===== src/rtl/dsi_pkg.sv =====
package dsi_pkg;
  localparam int FLAG_DONE  = 0;
  localparam int FLAG_MATCH = 1;
  localparam int FLAG_PERR  = 2;
  localparam int NFLAGS     = 3;

  typedef enum logic {
    TRIG_CONT   = 1'b0,
    TRIG_CHANGE = 1'b1
  } trig_e;
endpackage


===== src/rtl/dsi_tx_select.sv =====
module dsi_tx_select #(
  parameter int W = 16
) (
  input  logic [W-1:0] src_sel,
  input  logic [W-1:0] pin_val,
  input  logic [W-1:0] reg_val,
  input  logic         odd_par,
  input  logic [W-1:0] last_word,
  output logic [W-1:0] word,
  output logic         par_bit,
  output logic         differs
);
  // per-bit source multiplexer
  for (genvar i = 0; i < W; i++) begin : g_bit
    assign word[i] = src_sel[i] ? pin_val[i] : reg_val[i];
  end

  assign par_bit = (^word) ^ odd_par;
  assign differs = (word != last_word);
endmodule


===== src/rtl/dsi_shifter.sv =====
module dsi_shifter #(
  parameter int W = 16
) (
  input  logic         clk,
  input  logic         rst_n,
  input  logic         bit_tick,
  input  logic         go,
  input  logic [W-1:0] load_word,
  input  logic         load_par,
  input  logic         sdi,
  output logic         sdo,
  output logic         load_fire,
  output logic         frame_done,
  output logic [W:0]   frame_q
);
  localparam int FL = W + 1;
  localparam int CW = $clog2(FL);

  logic [W:0]    tx_sh;
  logic [W-1:0]  rx_sh;
  logic [CW-1:0] cnt;
  logic          busy;
  logic          last_bit;

  assign last_bit  = busy && (cnt == CW'(W));
  assign load_fire = bit_tick && go && (!busy || last_bit);
  assign sdo       = tx_sh[W];

  always_ff @(posedge clk or negedge rst_n) begin
    if (!rst_n) begin
      tx_sh <= '0;
      rx_sh <= '0;
      cnt   <= '0;
      busy  <= 1'b0;
    end else if (bit_tick) begin
      if (busy) begin
        rx_sh <= {rx_sh[W-2:0], sdi};
        tx_sh <= {tx_sh[W-1:0], 1'b0};
        cnt   <= cnt + 1'b1;
        if (last_bit) busy <= 1'b0;
      end
      if (load_fire) begin
        tx_sh <= {load_word, load_par};
        cnt   <= '0;
        busy  <= 1'b1;
      end
    end
  end

  always_ff @(posedge clk or negedge rst_n) begin
    if (!rst_n) begin
      frame_done <= 1'b0;
      frame_q    <= '0;
    end else begin
      frame_done <= bit_tick && last_bit;
      if (bit_tick && last_bit) frame_q <= {rx_sh, sdi};
    end
  end
endmodule


===== src/rtl/dsi_rx_check.sv =====
module dsi_rx_check #(
  parameter int W = 16
) (
  input  logic [W:0]   frame,
  input  logic [W-1:0] pattern,
  input  logic [W-1:0] cmp_mask,
  input  logic         odd_par,
  output logic [W-1:0] data,
  output logic         match,
  output logic         par_err
);
  assign data    = frame[W:1];
  assign match   = ((data ^ pattern) & cmp_mask) == '0;
  assign par_err = frame[0] != ((^data) ^ odd_par);
endmodule


===== src/rtl/dsi_flags.sv =====
module dsi_flags #(
  parameter int N = 3
) (
  input  logic         clk,
  input  logic         rst_n,
  input  logic [N-1:0] set_vec,
  input  logic [N-1:0] clr_vec,
  input  logic [N-1:0] en_vec,
  output logic [N-1:0] flag_q,
  output logic         irq
);
  for (genvar i = 0; i < N; i++) begin : g_flag
    always_ff @(posedge clk or negedge rst_n) begin
      if (!rst_n)          flag_q[i] <= 1'b0;
      else if (set_vec[i]) flag_q[i] <= 1'b1;
      else if (clr_vec[i]) flag_q[i] <= 1'b0;
    end
  end

  assign irq = |(flag_q & en_vec);
endmodule


===== src/rtl/dsi_engine.sv =====
module dsi_engine
  import dsi_pkg::*;
#(
  parameter int W = 16
) (
  input  logic              clk,
  input  logic              rst_n,
  input  logic              cfg_enable,
  input  logic              cfg_trig,
  input  logic              cfg_odd_par,
  input  logic [W-1:0]      cfg_src_sel,
  input  logic [W-1:0]      cfg_tx_reg,
  input  logic [W-1:0]      pin_in,
  input  logic [W-1:0]      cfg_pattern,
  input  logic [W-1:0]      cfg_cmp_mask,
  input  logic [NFLAGS-1:0] irq_en,
  input  logic [NFLAGS-1:0] flag_clr,
  input  logic              bit_tick,
  input  logic              sdi,
  output logic              sdo,
  output logic [W-1:0]      rx_data,
  output logic              rx_valid,
  output logic [NFLAGS-1:0] flags,
  output logic              irq
);
  trig_e         trig;
  logic [W-1:0]  tx_word;
  logic [W-1:0]  last_tx;
  logic          tx_par;
  logic          differs;
  logic          pending;
  logic          go;
  logic          load_fire;
  logic          frame_done;
  logic [W:0]    frame_q;
  logic          rx_match;
  logic          rx_perr;
  logic [NFLAGS-1:0] set_vec;

  assign trig = trig_e'(cfg_trig);

  dsi_tx_select #(.W(W)) u_sel (
    .src_sel   (cfg_src_sel),
    .pin_val   (pin_in),
    .reg_val   (cfg_tx_reg),
    .odd_par   (cfg_odd_par),
    .last_word (last_tx),
    .word      (tx_word),
    .par_bit   (tx_par),
    .differs   (differs)
  );

  assign go = cfg_enable && ((trig == TRIG_CONT) || pending || differs);

  always_ff @(posedge clk or negedge rst_n) begin
    if (!rst_n) begin
      last_tx <= '0;
      pending <= 1'b0;
    end else begin
      if (load_fire) last_tx <= tx_word;
      if (load_fire || trig == TRIG_CONT) pending <= 1'b0;
      else if (differs)                   pending <= 1'b1;
    end
  end

  dsi_shifter #(.W(W)) u_shift (
    .clk        (clk),
    .rst_n      (rst_n),
    .bit_tick   (bit_tick),
    .go         (go),
    .load_word  (tx_word),
    .load_par   (tx_par),
    .sdi        (sdi),
    .sdo        (sdo),
    .load_fire  (load_fire),
    .frame_done (frame_done),
    .frame_q    (frame_q)
  );

  dsi_rx_check #(.W(W)) u_chk_rx (
    .frame    (frame_q),
    .pattern  (cfg_pattern),
    .cmp_mask (cfg_cmp_mask),
    .odd_par  (cfg_odd_par),
    .data     (rx_data),
    .match    (rx_match),
    .par_err  (rx_perr)
  );

  assign rx_valid = frame_done;

  always_comb begin
    set_vec             = '0;
    set_vec[FLAG_DONE]  = frame_done;
    set_vec[FLAG_MATCH] = frame_done && rx_match;
    set_vec[FLAG_PERR]  = frame_done && rx_perr;
  end

  dsi_flags #(.N(NFLAGS)) u_flags (
    .clk     (clk),
    .rst_n   (rst_n),
    .set_vec (set_vec),
    .clr_vec (flag_clr),
    .en_vec  (irq_en),
    .flag_q  (flags),
    .irq     (irq)
  );
endmodule


===== config.mk =====
export PLATFORM = sky130hd
export DESIGN_NAME = dsi_engine
export DESIGN_NICKNAME = d
export VERILOG_FILES = /design/src/rtl/dsi_pkg.sv /design/src/rtl/dsi_tx_select.sv /design/src/rtl/dsi_shifter.sv /design/src/rtl/dsi_rx_check.sv /design/src/rtl/dsi_flags.sv /design/src/rtl/dsi_engine.sv
export SDC_FILE = /design/constraint.sdc
export NUM_CORES = 1
export LEC_CHECK = 0
export BUFFER_PORTS_ARGS = -buffer_cell sky130_fd_sc_hd__buf_2
export CELL_PAD_IN_SITES_DETAIL_PLACEMENT = 0
export CELL_PAD_IN_SITES_GLOBAL_PLACEMENT = 1
export CORE_ASPECT_RATIO = 0.6
export CORE_UTILIZATION = 45
export CTS_CLUSTER_SIZE = 10
export DETAILED_ROUTE_END_ITERATION = 8
export PLACE_DENSITY = 0.95
export SLEW_MARGIN = 20
export SYNTH_ARGS = -nofsm -noshare
export SYNTH_HDL_FRONTEND = slang
export SYNTH_HIERARCHICAL = 1
export SYNTH_SLANG_ARGS = --single-unit
export TNS_END_PERCENT = 10

===== constraint.sdc =====
create_clock -name clk -period 4.3 [get_ports clk]
set_input_delay 0.215 -clock clk [delete_from_list [all_inputs] [get_ports clk]]
set_output_delay 0.215 -clock clk [all_outputs]
set_load 0.02 [all_outputs]

* Word level (Yosys, flattened, before mapping) *
Cells that the tools add are included.

cells by class
  add/subtract/negate cells = 1
  eq/ne operators = 3
  mux-type cells = 31
  bitwise operators = 6
  reduce and logical (&&, ||, !) cells = 23

operators by type and width
  kind                 count
  $mux 17              2
  $reduce_xor 16->1    2
  $mux 1               27
  $and 16x16->16       1
  $logic_not 16->1     1
  $ne 16x16->1         1
  $xor 16x16->16       1
  $mux 5               2
  $reduce_bool 2->1    5
  $logic_and 1x1->1    7
  $add 5x1->5 const B  1
  $eq 5x5->1 const B   1
  $logic_or 1x1->1     4
  $reduce_and 2->1     2
  $and 3x3->3          1
  $reduce_or 3->1      1
  $xor 1x1->1          2
  $logic_not 1->1      1
  $ne 1x1->1           1
  $not 1->1            1

word-level totals
  register bits after elaboration = 77
  bits of input ports = 93
  output and inout bits = 22
  word-level logic and storage cells = 75

* Logic depth before layout (Yosys ltp) *
  depth in word-level cells = 8
  gate-level depth with buffers = 12
  mapped depth without buffers = 10

* Cells and area by module *
Netlist, hierarchy kept.

by module, submodules not included
  module         instances  cells an instance  area an instance (sq um)  sequential area each (sq um)
  dsi_shifter    1          162                2379.8                    1426.4
  dsi_engine     1          40                 701.9                     425.4
  dsi_tx_select  1          68                 559.3                     0.0
  dsi_rx_check   1          59                 498.0                     0.0
  dsi_flags      1          11                 123.9                     75.1

* Worst setup path before layout *
OpenSTA, ideal clock, no wires.

  kind = input to register
  start = in cfg_src_sel[11]
  end = reg last_tx[0]
  library setup time = 0.125 ns
  arrival = 2.156 ns
  required time = 4.175 ns
  setup slack = 2.019 ns
  stages = 12
  path buffers = 2
  cells stage by stage = mux2i_1 > xnor2_1 > nor4_1 > nand4_1 > nor2_1 > a21boi_0 > nand2_1 > o21bai_2 > inv_2 > buf_6 > buf_12 > mux2_4

between the ends
  word-level cells in the longest chain between the ends = 6

ends and longest elaborated chain
  element                         RTL line             text
  start, declared                 dsi_engine.sv:11     input logic [W-1:0] cfg_src_sel,
  $mux 1                          dsi_tx_select.sv:15  assign word[i] = src_sel[i] ? pin_val[i] : reg_val[i];
  $ne 16x16->1                    dsi_tx_select.sv:19  assign differs = (word != last_word);
  net differs                     dsi_engine.sv:30     logic differs;
  $logic_or 1x1->1                dsi_engine.sv:53     assign go = cfg_enable && ((trig == TRIG_CONT) || pending || differs);
  $logic_and 1x1->1               dsi_engine.sv:53
  net go                          dsi_engine.sv:32     logic go;
  $logic_and 1x1->1 (2 in a row)  dsi_shifter.sv:26    assign load_fire = bit_tick && go && (!busy || last_bit);
  net load_fire                   dsi_engine.sv:33     logic load_fire;
  end signal, assigned            dsi_engine.sv:60     if (load_fire) last_tx <= tx_word;
  end, declared                   dsi_engine.sv:28     logic [W-1:0] last_tx;

The timed path passes the listed nets, and every way through them passes these cells.
A chain may end at the register's enable or synchronous reset.

* Worst setup path in the final report *
  start = reg last_tx[14]
  end = reg last_tx[1]

between the ends
  word-level cells in the longest chain between the ends = 5

ends and longest elaborated chain
  element                         RTL line
  $ne 16x16->1                    dsi_tx_select.sv:19
  net differs                     dsi_engine.sv:30
  $logic_or 1x1->1                dsi_engine.sv:53
  $logic_and 1x1->1               dsi_engine.sv:53
  net go                          dsi_engine.sv:32
  $logic_and 1x1->1 (2 in a row)  dsi_shifter.sv:26
  net load_fire                   dsi_engine.sv:33

The timed path passes the listed nets, and every way through them passes these cells.

==> summary.md <==
| Metric | Value |
|---|---|
| Clock skew | 0.00512 ns |
| Fill count | 767 |
| Register area | 1930 sq um |
| Max Clk Rate | 0.341 GHz |
| Max-slew headroom | 37.6% |
| Cts bufs inserted | 9 |
| First-pass GRT wire length | 14400 um |
| Final Hold Vio Count | 0 |
| Static leakage | 2.55 nW |
| Initial DRC count | 247 |
| Commonest cells post-synth | dfrtp_1 (77), xnor2_1 (42), mux2_2 (31), inv_1 (25), xor2_1 (19) |
| Initial antenna violation count | 0 |
| Starting density of the core | 46.4% |
| Grt ovf | 0 |
| # rows | 27 |
| TNS Setup | 0 ns |
| Syn Nets | 435 |
| Number of global-route vias before repair | 2826 |
| Slowest cell on crit path | nor4_1 |
| Detailed placement HPWL | 6520 um |
| Synth Cell Area | 4260 sq um |
| DR WL/cell | 15.5 um |
| Reg-to-Reg Start | last_tx[14] |
| Layout Utilization | 56.0% |
| Buf+Inv Stages, Crit Path | 1 |
| Worst-path clk slew | 0.06 ns |
| Synth area leaders | dfrtp_1 (45%), xnor2_1 (8.6%), mux2_2 (8.2%) |
| Pre-antenna DRT Iters | 4 |
| GP Congestion | 0.795 |
| Total die area | 9880 sq um |
| Clk sinks | 77 |
| Area delta synth->final | 20.8% |
| WP data required | 4.52 ns |
| Die Width | 128 um |
| VDD IR max | 0.262 mV |
| EDFF count, synth | 0 |
| TritonCTS clock tree | done |
| Status | finished, final reports clean |
| Post CTS Setup Buffer Count | 0 |
| Root Buffer | clkbuf_16 |
| Data arrival, critical path | 3.15 ns |
| Diode count | 0 |
| Synth area leader | dfrtp_1 |
| PD cells | 660 nW/um^2 |
| Setup crit end kind | flip-flop |
| Final worst path period share | 68.3% |
| HP Class | in2async |
| Number of remaining DRC errors | 0 |
| Core ar. | 9190 sq um |
| Met2 usage | 28.9% |
| Fin crit period | 2.94 ns |
| CP Cell Sequence | xnor2_1 > nor4_1 > nand4_1 > nor2_1 > a21boi_0 > nand2_1 > o21bai_2 > inv_2 > mux2_4 |
| Final Slew Violations | 0 |
| Cells after synthesis | 340 |
| Top Family by Delay on Critical Path | simple AND/OR/NAND/NOR gates |
| Primary FF master, synth | dfrtp_1 |
| Final setup violation count | 0 |
| Most Crowded Layer GR | met2 |
| GR Util met1 | 27.6% |
| RSZ-0062 raised after global routing | false |
| Hold buffers post-CTS | 0 |
| Post-CTS resize count | 0 |
| Longest Clk Path Bufs | 2 |
| Number of buffers inserted by port buffering | 114 |
| Layout cell share with drive strength beyond 1 | 46.5% |
| Worst skew pair latency | 0.33 ns |
| H-Tree Depth | 3 |
| Multi-input logic area | 2030 sq um |
| Routed Antenna Nets | 0 |
| Category of the critical setup timing path | reg2reg |
| Cell variety after synth | 40 |
| Crit path max fanout | 21 |
| Post-Route WL | 8930 um |
| Height of the die | 77.4 um |
| Max-cap violations | 0 |
| Via density | 4.96 |
| Worst setup path startpoint | last_tx[14] |
| Syn_area_per_cell | 12.5 sq um |
| Most frequent cell after synthesis | dfrtp_1 |
| Final Net Count | 537 |
| Ys async rst share | 100% |
| Critical path startpoint category | flip-flop |
| Largest net degree at the start of global routing | 43 |
| Synth Warn # | 6 |
| Least-Margin Pin Slew | 0.936 ns |
| Sequential cell area fraction in the yosys report | 45.2% |
| IO Pins | 115 |
| Top-area cell type share of the netlist area | 45.2% |
| Total track usage | 19.0% |
| Critical path's largest stage delay | 0.44 ns |
| Total number of vias | 2860 |
| Yosys reg bits | 77 |
| GRT met3 Usage | 4.76% |
## worst paths after layout
kind / to / slack (ns) / cells after the start
max in group asynchronous: u_shift/rx_sh[0] / 3.26 / 2
min in group clk: u_shift/frame_q[0] / 0.15 / 2
hold / removal: u_flags/flag_q[2] / 0.02 / 1
hold reg to reg: u_shift/tx_sh[0] / 0.51 / 1
setup reg to reg: last_tx[1] / 1.36 / 9
setup / recovery: last_tx[1] / 1.36 / 9
## cells in the final DEF, fill, tap and decap left out, types with 2 or more instances in the layout
cell,n
inv_1,25
mux2i_1,10
and2_1,2
o21ai_0,4
a21oi_1,2
xor2_1,19
nand2_1,5
nor4_1,4
mux2_2,31
xnor2_1,42
mux2i_2,6
bufinv_16,3
xnor3_1,2
buf_2,114
buf_4,2
ha_1,2
o221a_2,16
clkbuf_1,2
a22oi_1,8
nand2b_1,16
clkbuf_16,9
or3_1,2
mux2_4,18
a21o_1,4
dfrtp_1,77
nor2_1,3
nand4_1,3
## cells by family after synthesis
family / count (synthesis) / share of synthesized area (%)
flops: 77 / 45.2
compound gates: 41 / 8.42
xor+xnor: 64 / 14.0
simple gates: 40 / 5.90
fa+ha+maj: 2 / 0.587
mux: 65 / 18.8
buf+inv: 51 / 7.10
## sequential cells by signal, summed over array words and instances (netlist names)
| name | count |
|---|---|
| u_shift/frame_q | 17 |
| u_shift/tx_sh | 17 |
| u_shift/rx_sh | 16 |
| u_shift/frame_done | 1 |
| last_tx | 16 |
| u_flags/flag_q | 3 |
| u_shift/cnt | 5 |
| u_shift/busy | 1 |
| pending | 1 |
## through the flow
| stage | power, W | instances | hold slack [ns] | area (sq um) | setup slack [ns] |
|---|---|---|---|---|---|
| 6_report | 0.00340 | 577 | 0.0218 | 5150 | 1.36 |
| 5_1_grt | 0.00359 | 577 | 0.0938 | 5150 | 1.25 |
| 4_1_cts | 0.00342 | 577 | 0.0490 | 5150 | 1.35 |
| 3_5_place_dp | 0.00253 | 561 | 0.411 | 4810 | 1.20 |
| 3_3_place_gp | 0.00248 | 561 | 0.393 | 4810 | 1.34 |
| 2_1_floorplan | 0.00228 | 340 | -0.0806 | 4260 | 2.02 |
## cell type report
type	instances	area share, %
flip-flops and latches	77	37.4
clock buffers	12	4.79
well taps	130	3.16
repair buffers	116	11.4
clock inverters	4	1.85
multi-input cells	212	39.5
inverters	26	1.90
## power by group
group	internal, W	leakage [nW]	switching, W
Sequential	0.00103	0.945	0.000260
Combinational	0.000723	1.44	0.000525
Clock	0.000582	0.167	0.000282
Total	0.00233	2.55	0.00107
## layer usage
| layer | wire, um | part of all wire, % |
|---|---|---|
| met5 | 0 | 0 |
| met4 | 28 | 0.31 |
| met3 | 461 | 5.2 |
| met2 | 4100 | 46 |
| met1 | 4340 | 49 |
## worst register-to-register path, cell delays in order, from the launching register on
cell,delay (ns)
dfrtp_1,0.40
xnor2_1,0.14
nor4_1,0.44
nand4_1,0.17
nor2_1,0.15
a21boi_0,0.19
nand2_1,0.12
o21bai_2,0.35
inv_2,0.45
mux2_4,0.42
No activity file was read; power rests on OpenSTA's default activity.
